File: src/rtl/vimv_pkg.sv
package vimv_pkg;
  localparam int NREGS_DEF = 32;
  localparam int XLEN_DEF  = 64;

  typedef enum logic {
    ST_IDLE = 1'b0,
    ST_RUN  = 1'b1
  } vimv_state_e;
endpackage

File: src/rtl/vimv_rf.sv
module vimv_rf #(
  parameter int NREGS = vimv_pkg::NREGS_DEF,
  parameter int XLEN  = vimv_pkg::XLEN_DEF,
  localparam int AW   = $clog2(NREGS)
) (
  input  logic            clk,
  input  logic            rst_n,
  input  logic [AW-1:0]   ra_addr,
  output logic [XLEN-1:0] ra_data,
  input  logic [AW-1:0]   rb_addr,
  output logic [XLEN-1:0] rb_data,
  input  logic            we,
  input  logic [AW-1:0]   wa,
  input  logic [XLEN-1:0] wd
);
  logic [XLEN-1:0] regs [NREGS];

  always_ff @(posedge clk) begin
    if (!rst_n) begin
      for (int r = 0; r < NREGS; r++) regs[r] <= '0;
    end else if (we) begin
      regs[wa] <= wd;
    end
  end

  // Reads see the state before this cycle's write.
  assign ra_data = regs[ra_addr];
  assign rb_data = regs[rb_addr];
endmodule

File: src/rtl/vimv_seq.sv
module vimv_seq #(
  parameter int NREGS = vimv_pkg::NREGS_DEF,
  parameter int XLEN  = vimv_pkg::XLEN_DEF,
  localparam int AW   = $clog2(NREGS),
  localparam int LW   = AW + 1
) (
  input  logic            clk,
  input  logic            rst_n,
  input  logic            start,
  input  logic [AW-1:0]   dst_base,
  input  logic [AW-1:0]   src_base,
  input  logic [AW-1:0]   idx_base,
  input  logic [LW-1:0]   vlen,
  input  logic            zero_neg1,
  input  logic [XLEN-1:0] idx_val,
  input  logic [XLEN-1:0] src_val,
  output logic [AW-1:0]   idx_addr,
  output logic [AW-1:0]   src_addr,
  output logic            we,
  output logic [AW-1:0]   wa,
  output logic [XLEN-1:0] wd,
  output logic            busy,
  output logic            done,
  output logic            trap,
  output logic [AW-1:0]   trap_elem
);
  import vimv_pkg::*;

  vimv_state_e     state;
  logic [AW-1:0]   elem;
  logic [AW-1:0]   dst_r, src_r, idx_r;
  logic [LW-1:0]   vl_r;
  logic            zen_r;
  logic            done_q, trap_q;
  logic [AW-1:0]   trap_elem_q;

  logic            span_bad;
  logic            in_rng, all_ones, zero_el, el_ok, last;

  // Span check over all three vectors at request time.
  always_comb begin
    logic [AW-1:0] bases [3];
    logic [LW:0]   span;
    bases[0] = dst_base;
    bases[1] = src_base;
    bases[2] = idx_base;
    span_bad = 1'b0;
    for (int b = 0; b < 3; b++) begin
      span = {2'b00, bases[b]} + {1'b0, vlen};
      if (span > (LW+1)'(NREGS)) span_bad = 1'b1;
    end
  end

  // Single-cycle element datapath: index read, check, source read, write.
  always_comb begin
    idx_addr = idx_r + elem;
    in_rng   = idx_val < XLEN'(vl_r);
    all_ones = &idx_val;
    zero_el  = zen_r && all_ones;
    el_ok    = in_rng || zero_el;
    src_addr = src_r + idx_val[AW-1:0];
    wa       = dst_r + elem;
    wd       = zero_el ? '0 : src_val;
    we       = (state == ST_RUN) && el_ok;
    last     = ({1'b0, elem} == vl_r - LW'(1));
  end

  always_ff @(posedge clk) begin
    if (!rst_n) begin
      state       <= ST_IDLE;
      elem        <= '0;
      dst_r       <= '0;
      src_r       <= '0;
      idx_r       <= '0;
      vl_r        <= '0;
      zen_r       <= 1'b0;
      done_q      <= 1'b0;
      trap_q      <= 1'b0;
      trap_elem_q <= '0;
    end else begin
      done_q <= 1'b0;
      case (state)
        ST_IDLE: begin
          if (start) begin
            trap_q      <= 1'b0;
            trap_elem_q <= '0;
            dst_r       <= dst_base;
            src_r       <= src_base;
            idx_r       <= idx_base;
            vl_r        <= vlen;
            zen_r       <= zero_neg1;
            elem        <= '0;
            if (span_bad) begin
              done_q <= 1'b1;
              trap_q <= 1'b1;
            end else if (vlen == '0) begin
              done_q <= 1'b1;
            end else begin
              state <= ST_RUN;
            end
          end
        end
        ST_RUN: begin
          if (!el_ok) begin
            trap_q      <= 1'b1;
            trap_elem_q <= elem;
            done_q      <= 1'b1;
            state       <= ST_IDLE;
          end else if (last) begin
            done_q <= 1'b1;
            state  <= ST_IDLE;
          end else begin
            elem <= elem + AW'(1);
          end
        end
        default: state <= ST_IDLE;
      endcase
    end
  end

  assign busy      = (state == ST_RUN);
  assign done      = done_q;
  assign trap      = trap_q;
  assign trap_elem = trap_elem_q;
endmodule

File: src/rtl/vimv_top.sv
module vimv_top #(
  parameter int NREGS = vimv_pkg::NREGS_DEF,
  parameter int XLEN  = vimv_pkg::XLEN_DEF,
  localparam int AW   = $clog2(NREGS),
  localparam int LW   = AW + 1
) (
  input  logic            clk,
  input  logic            rst_n,
  input  logic            start,
  input  logic [AW-1:0]   dst_base,
  input  logic [AW-1:0]   src_base,
  input  logic [AW-1:0]   idx_base,
  input  logic [LW-1:0]   vlen,
  input  logic            zero_neg1,
  output logic            busy,
  output logic            done,
  output logic            trap,
  output logic [AW-1:0]   trap_elem,
  input  logic            tw_en,
  input  logic [AW-1:0]   tw_addr,
  input  logic [XLEN-1:0] tw_data,
  input  logic [AW-1:0]   dbg_addr,
  output logic [XLEN-1:0] dbg_data
);
  logic [AW-1:0]   eng_idx_addr, eng_src_addr, eng_wa;
  logic            eng_we;
  logic [XLEN-1:0] eng_wd;
  logic [AW-1:0]   rf_ra, rf_wa;
  logic [XLEN-1:0] rf_ra_data, rf_rb_data, rf_wd;
  logic            rf_we;

  // Engine owns port A and the write port while busy; test ports otherwise.
  assign rf_ra    = busy ? eng_idx_addr : dbg_addr;
  assign rf_we    = busy ? eng_we : tw_en;
  assign rf_wa    = busy ? eng_wa : tw_addr;
  assign rf_wd    = busy ? eng_wd : tw_data;
  assign dbg_data = rf_ra_data;

  vimv_rf #(.NREGS(NREGS), .XLEN(XLEN)) u_rf (
    .clk     (clk),
    .rst_n   (rst_n),
    .ra_addr (rf_ra),
    .ra_data (rf_ra_data),
    .rb_addr (eng_src_addr),
    .rb_data (rf_rb_data),
    .we      (rf_we),
    .wa      (rf_wa),
    .wd      (rf_wd)
  );

  vimv_seq #(.NREGS(NREGS), .XLEN(XLEN)) u_seq (
    .clk       (clk),
    .rst_n     (rst_n),
    .start     (start),
    .dst_base  (dst_base),
    .src_base  (src_base),
    .idx_base  (idx_base),
    .vlen      (vlen),
    .zero_neg1 (zero_neg1),
    .idx_val   (rf_ra_data),
    .src_val   (rf_rb_data),
    .idx_addr  (eng_idx_addr),
    .src_addr  (eng_src_addr),
    .we        (eng_we),
    .wa        (eng_wa),
    .wd        (eng_wd),
    .busy      (busy),
    .done      (done),
    .trap      (trap),
    .trap_elem (trap_elem)
  );
endmodule

File: config.mk
export PLATFORM = sky130hd
export DESIGN_NAME = vimv_top
export DESIGN_NICKNAME = d
export VERILOG_FILES = /design/src/rtl/vimv_pkg.sv /design/src/rtl/vimv_rf.sv /design/src/rtl/vimv_seq.sv /design/src/rtl/vimv_top.sv
export SDC_FILE = /design/constraint.sdc
export NUM_CORES = 2
export LEC_CHECK = 0
export BUFFER_PORTS_ARGS = -buffer_cell sky130_fd_sc_hd__buf_2
export CORE_ASPECT_RATIO = 1.5
export CORE_MARGIN = 2
export CORE_UTILIZATION = 35
export DETAILED_ROUTE_END_ITERATION = 12
export GPL_ROUTABILITY_DRIVEN = 1
export HOLD_SLACK_MARGIN = 0.1
export PLACE_DENSITY = 0.47
export SYNTH_ARGS = -nofsm -noshare
export SYNTH_HDL_FRONTEND = slang
export SYNTH_SLANG_ARGS = --single-unit
File: constraint.sdc
create_clock -name clk -period 8.6 [get_ports clk]
set_clock_uncertainty 0.2 [all_clocks]
set_input_delay 0 -clock clk [delete_from_list [all_inputs] [get_ports clk]]
set_output_delay 0 -clock clk [all_outputs]
set_load 0.1 [all_outputs]
Word level (Yosys, flattened, before mapping)
Memories as Yosys holds them, arrays and structs flattened.
Index checks and enable logic that the tools add are counted.
{ "op_classes": {"reduce_logical": 9, "n_eq_ne": 5, "n_mux": 37, "add_sub_neg": 8, "bitwise_logic": 1, "magnitude_cmp": 4} }
{ "op_table": {"columns": ["cell", "n"], "rows": [
  ["$mux 64", 3],
  ["$lt 64x6->1", 1],
  ["$reduce_and 64->1", 1],
  ["$reduce_or 64->1", 1],
  ["$mux 5", 7],
  ["$mux 1", 22],
  ["$add 5x6->7", 3],
  ["$gt 7x6->1 const B", 3],
  ["$pmux 5 s2", 2],
  ["$add 5x5->5", 3],
  ["$ne 2x2->1 const B", 4],
  ["$eq 5x6->1", 1],
  ["$logic_not 6->1", 1],
  ["$pmux 1 s2", 3],
  ["$sub 6x1->6 const B", 1],
  ["$add 5x1->5 const B", 1],
  ["$reduce_and 2->1", 2],
  ["$reduce_and 3->1", 1],
  ["$logic_and 1x1->1", 2],
  ["$logic_or 1x1->1", 1],
  ["$not 1->1", 1]
]} }
{ "word_totals": {"word_cells": 75, "register_bits": 35, "out_inout_bits": 72, "input_bits": 100, "ramBits": 2048, "memories": 1} }
{ "memory_table": {"columns": ["memory", "depth", "width", "rd", "rd_clocked_by_memory_dff", "wr", "line", "text"], "rows": [
  ["u_rf.regs", 32, 64, 2, 0, 32, "vimv_rf.sv:16", "logic [XLEN-1:0] regs [NREGS];"]
]} }

Logic depth before layout (Yosys ltp)
An unclocked memory read counts as a cell.
{ "depth": {"word_depth": 13, "ltp_mapped": 29, "depth_no_buf": 21} }

By module
A second synthesis with hierarchy kept.
{ "unflattened": {"hier_cells": 7588, "hier_area_um2": 111584.5} }
{ "by_module_without_submodules": {"columns": ["mod", "area_each_um2", "instances", "cells_per_inst"], "rows": [
  ["vimv_rf", 106952.6, 1, 7045],
  ["vimv_seq", 3522.1, 1, 460],
  ["vimv_top", 1109.8, 1, 83]
]} }

Worst setup path before layout
OpenSTA, ideal clock, no wires.
{ "synth_path": {"path_type": "reg-to-reg", "startpoint": "register u_seq.elem[0]", "endpoint": "memory u_rf.regs[4][0] (netlist name), enable pin", "required_time_ns": 7.977, "t_arrival_ns": 8.792, "path_stages_with_launch": 26, "period_less_slack_ns": 9.415, "setup_slack_ns": -0.815, "cell_sequence": "dfxtp_1 > ha_1 > inv_1 > fa_1 > buf_2 > inv_1 > buf_2 > clkbuf_1 > clkbuf_1 > buf_1 > a21oi_1 > a221oi_1 > o221ai_1 > a31oi_1 > ha_1 > and4_1 > o311ai_0 > a21oi_1 > or4b_1 > or4_4 > nor2_4 > buf_6 > o211ai_1 > buf_4 > buf_4 > nand2_1"} }
{ "synth_rtl": {"columns": ["element", "line", "text"], "rows": [
  ["start, declared", "vimv_seq.sv:30", "logic [AW-1:0] elem;"],
  ["start signal, assigned", "vimv_seq.sv:113", "elem <= elem + AW'(1);"],
  ["end, declared", "vimv_rf.sv:16", null]
]} }

==> metrics <==
Max Cap Viol 1; count of antenna-violating nets left after detailed routing 0; Die Ht approximately 730 µm; buffer cell driving the clock tree root clkbuf_16; clk sinks roughly 2100; most frequent cell after synthesis nor2_1; least setup slack across all paths after layout -0.0597 ns; number of vias in the routed layout between 100k and 150k; growth of design area from synthesis to finish 17.8%; post-synthesis cell type with the largest combined area edfxtp_1; arrival time reported for the critical path endpoint just over 9 ns; slew margin rel. -0.172%; GR peak layer met2; proportion of synthesized chip area in sequential cells ~51%; via count of the first global-routing pass between 100k and 150k; Max clock buf depth 4; min Tclk post-route approximately 8.7 ns; FF-to-FF path depth 24; number of cells on the critical path 24; sort of element at the start of the critical path flip-flop; average wire per standard cell 42.5 µm; fraction of final layout cells with drive strength greater than 1 between 10% and 20%; net count of the finished layout 11695; number of antenna violations at the first check in global routing 64; met1 global-route usage a little under half; register bit total from synthesis roughly 2100; Synth cell types 103; worst hold path depth 5; Initial Util around a third; Main synth FF type edfxtp_1; kind of critical path flip-flop to flip-flop; total of endpoints with negative setup slack in the final report 41; later-pin clock latency in the skew report slightly below 1 ns; yosys synthesis warning count 0; reported leakage power 50.4 nW; Bufs and invs on worst path 10; result of the run finished with violations; Hold Violations, Final 0; first-pass GRT wire length 928 mm; worst vdd rail ir drop approximately 170 µV; Min-Delay Path Class input pin to flip-flop; Area after DPL 135000 µm²; Fillers roughly 33000; Non-Filler Cell Area, Final 144000 µm²; worst-path maximum fanout between 40 and 50; Synth async-reset ratio 0%; proportion of netlist area held by the largest area contributor 50.2%; max-slew violations 1; number of buffers added to fix hold violations after cts between 200 and 250; Tot Pwr 31.1 mW; Ports about 170; syn_area_per_cell 10.9 µm²; slack of the worst reg-to-reg path -0.06 ns; Worst-Margin Slew 1.49 ns; clock-pin slew on the worst setup and hold paths ~0.07 ns; critical path data required time approximately 9.0 ns; post-route DRC violation count 0; leading post-synthesis cells by instance count nor2_1, edfxtp_1, nand2_1; post-CTS setup repair buffer count 0; routability congestion estimate about 0.96; failing checks capacitance limit, slew limit, setup timing; RSZ-0062 raised after global routing false; delay contributed by the slowest stage of the critical path just over 0.9 ns; via/cell ratio between 6 and 7; Worst path top cell family by delay buffers and inverters; Synth Instances between 10000 and 15000; final clock period utilization by the worst path 101%; pin count of the biggest net entering global routing approximately 130; total global routing overflow 0; die area about 360000 µm²; ordered list of cells on the worst path ha_4 -> inv_1 -> fa_4 -> buf_12 -> buf_4 -> buf_4 -> o211ai_1 -> o31ai_1 -> o21a_1 -> o32ai_1 -> mux4_2 -> a211oi_2 -> buf_4 -> buf_4 -> nor4bb_1 -> buf_4 -> nand4_1 -> nor4_1 -> buf_4 -> a21o_4 -> buf_12 -> o211ai_1 -> nand2_8 -> buf_12; number of clock buffers inserted by TritonCTS around 220; type of element capturing the critical path flip-flop; Die W approximately 500 µm; mapped cell area 123000 µm²; number of gates resized after CTS 0; iteration-0 DRC count of the detailed router between 15000 and 20000; met2 usage in global routing around 56%; TritonCTS clock tree built; number of standard-cell rows in the floorplan between 200 and 300; cell repeated most along the worst path buf_4; buffers added on ports between 150 and 200; Pre-Repair DR Iteration Count 7; EDFF count, synth a little over 2000; GR Util All Layers 37.9%; power density over cell area 215 nW/µm²; Global Route met3 Usage 12.2%; nets in the synthesized netlist approximately 11000; critical path's slowest cell fa_4; Clock H-tree levels 4; Floorplan Core Area between 300000 and 400000 µm²; Area contributors post-synth edfxtp_1, mux4_2, nor2_1; half-perimeter wire length of the detailed placement result 437 mm; total routed wirelength 694 mm; peak clock frequency supported by timing 0.115 GHz
[final cells by class]
cell class,instances,area [µm²],share of cell area [%]
Clock buffer,262,5710,3.95
Sequential cell,2083,62200,43.1
Antenna cell,38,95.1,0.0658
Tap cell,4556,5700,3.95
Multi-Input combinational cell,7867,54100,37.5
Inverter,61,256,0.178
Clock inverter,128,1310,0.904
Timing Repair Buffer,1321,15100,10.4
[power by group]
| part | internal, mW | total (mW) | switching (mW) |
|---|---|---|---|
| clock | 5.48 | 9.94 | 4.46 |
| combinational | 3.52 | 9.40 | 5.87 |
| sequential | 11.5 | 11.8 | 0.262 |
[cell families after synthesis]
| family | synth area share (%) |
|---|---|
| DFF | 50.7 |
| AOI/OAI and AO/OA | 15.8 |
| adders and majority gates | 0.445 |
| buffers and inverters | 5.75 |
| and+or+nand+nor | 14.1 |
| xor gates and xnor gates | 0.170 |
| muxes | 13.0 |
[worst paths after layout]
path                                           end                from
worst max register to register   u_rf.regs[13][25]       u_seq.elem[0]
worst min-delay path             u_rf.regs[21][58]         tw_data[58]
worst min register to register  u_seq.trap_elem[4]  u_seq.trap_elem[4]
worst max-delay path             u_rf.regs[13][25]       u_seq.elem[0]
[state kept, by name, indices dropped and copies added, names as in the netlist]
name             cells
u_seq.dst_r          5
u_seq.src_r          5
u_seq.done           1
u_seq.idx_r          5
u_seq.trap_elem      5
u_seq.busy           1
u_seq.elem           5
u_seq.zen_r          1
u_seq.trap           1
u_seq.vl_r           6
u_rf.regs         2048
[through the flow]
stage	std cells	worst slack, ns	hold WS [ns]	setup TNS (ns)	util, %
2_1_floorplan	11255	-0.115	-0.0640	-103.86	-
3_3_place_gp	15670	0.243	0.0620	0	38.7
3_5_place_dp	15671	0.307	0.0610	0	38.7
4_1_cts	16278	0.226	0.106	0	41.3
5_1_grt	16283	0.0267	0.148	0	41.3
6_report	16316	-0.0597	0.0803	-0.973	41.4
[worst register-to-register path, cell delays in order, from the launching register on]
cell      delay [ns]
dfxtp_1         0.51
ha_4            0.18
inv_1           0.06
fa_4            0.92
buf_12          0.33
buf_4           0.48
buf_4           0.55
o211ai_1        0.21
o31ai_1         0.14
o21a_1          0.18
o32ai_1         0.10
mux4_2          0.52
a211oi_2        0.34
buf_4           0.21
buf_4           0.25
nor4bb_1        0.63
buf_4           0.29
nand4_1         0.17
nor4_1          0.41
buf_4           0.21
a21o_4          0.18
buf_12          0.15
o211ai_1        0.39
nand2_8         0.39
buf_12          0.30
[layer usage]
layer / vias up / part of all wire (%) / wire, µm
li1: 42942 / - / -
met1: 56793 / 34 / 234000
met2: 10534 / 43 / 296000
met3: 2955 / 14 / 93800
met4: 30 / 10 / 69900
met5: - / 0.055 / 379
[cell usage in the layout, fill, tap and decap left out, types with 50 or more instances in the layout]
cell and count:
a22o_1 56, nand2_1 839, buf_4 533, edfxtp_1 2048, o22ai_1 244, a2bb2oi_2 58
o211ai_1 211, mux2i_1 102, a21oi_1 719, a22oi_1 156, o21ai_0 508, inv_1 56
buf_12 400, a221oi_1 72, clkbuf_16 222, nor2_1 2514, nand2b_1 88, a31oi_1 92
o31ai_1 60, nand3_1 92, nor2b_1 205, dlygate4sd3_1 217, buf_2 169, a211oi_1 298
nor3_1 118, clkinv_1 51, o221ai_1 50, mux4_2 660
(Power assumes the default switching activity.)
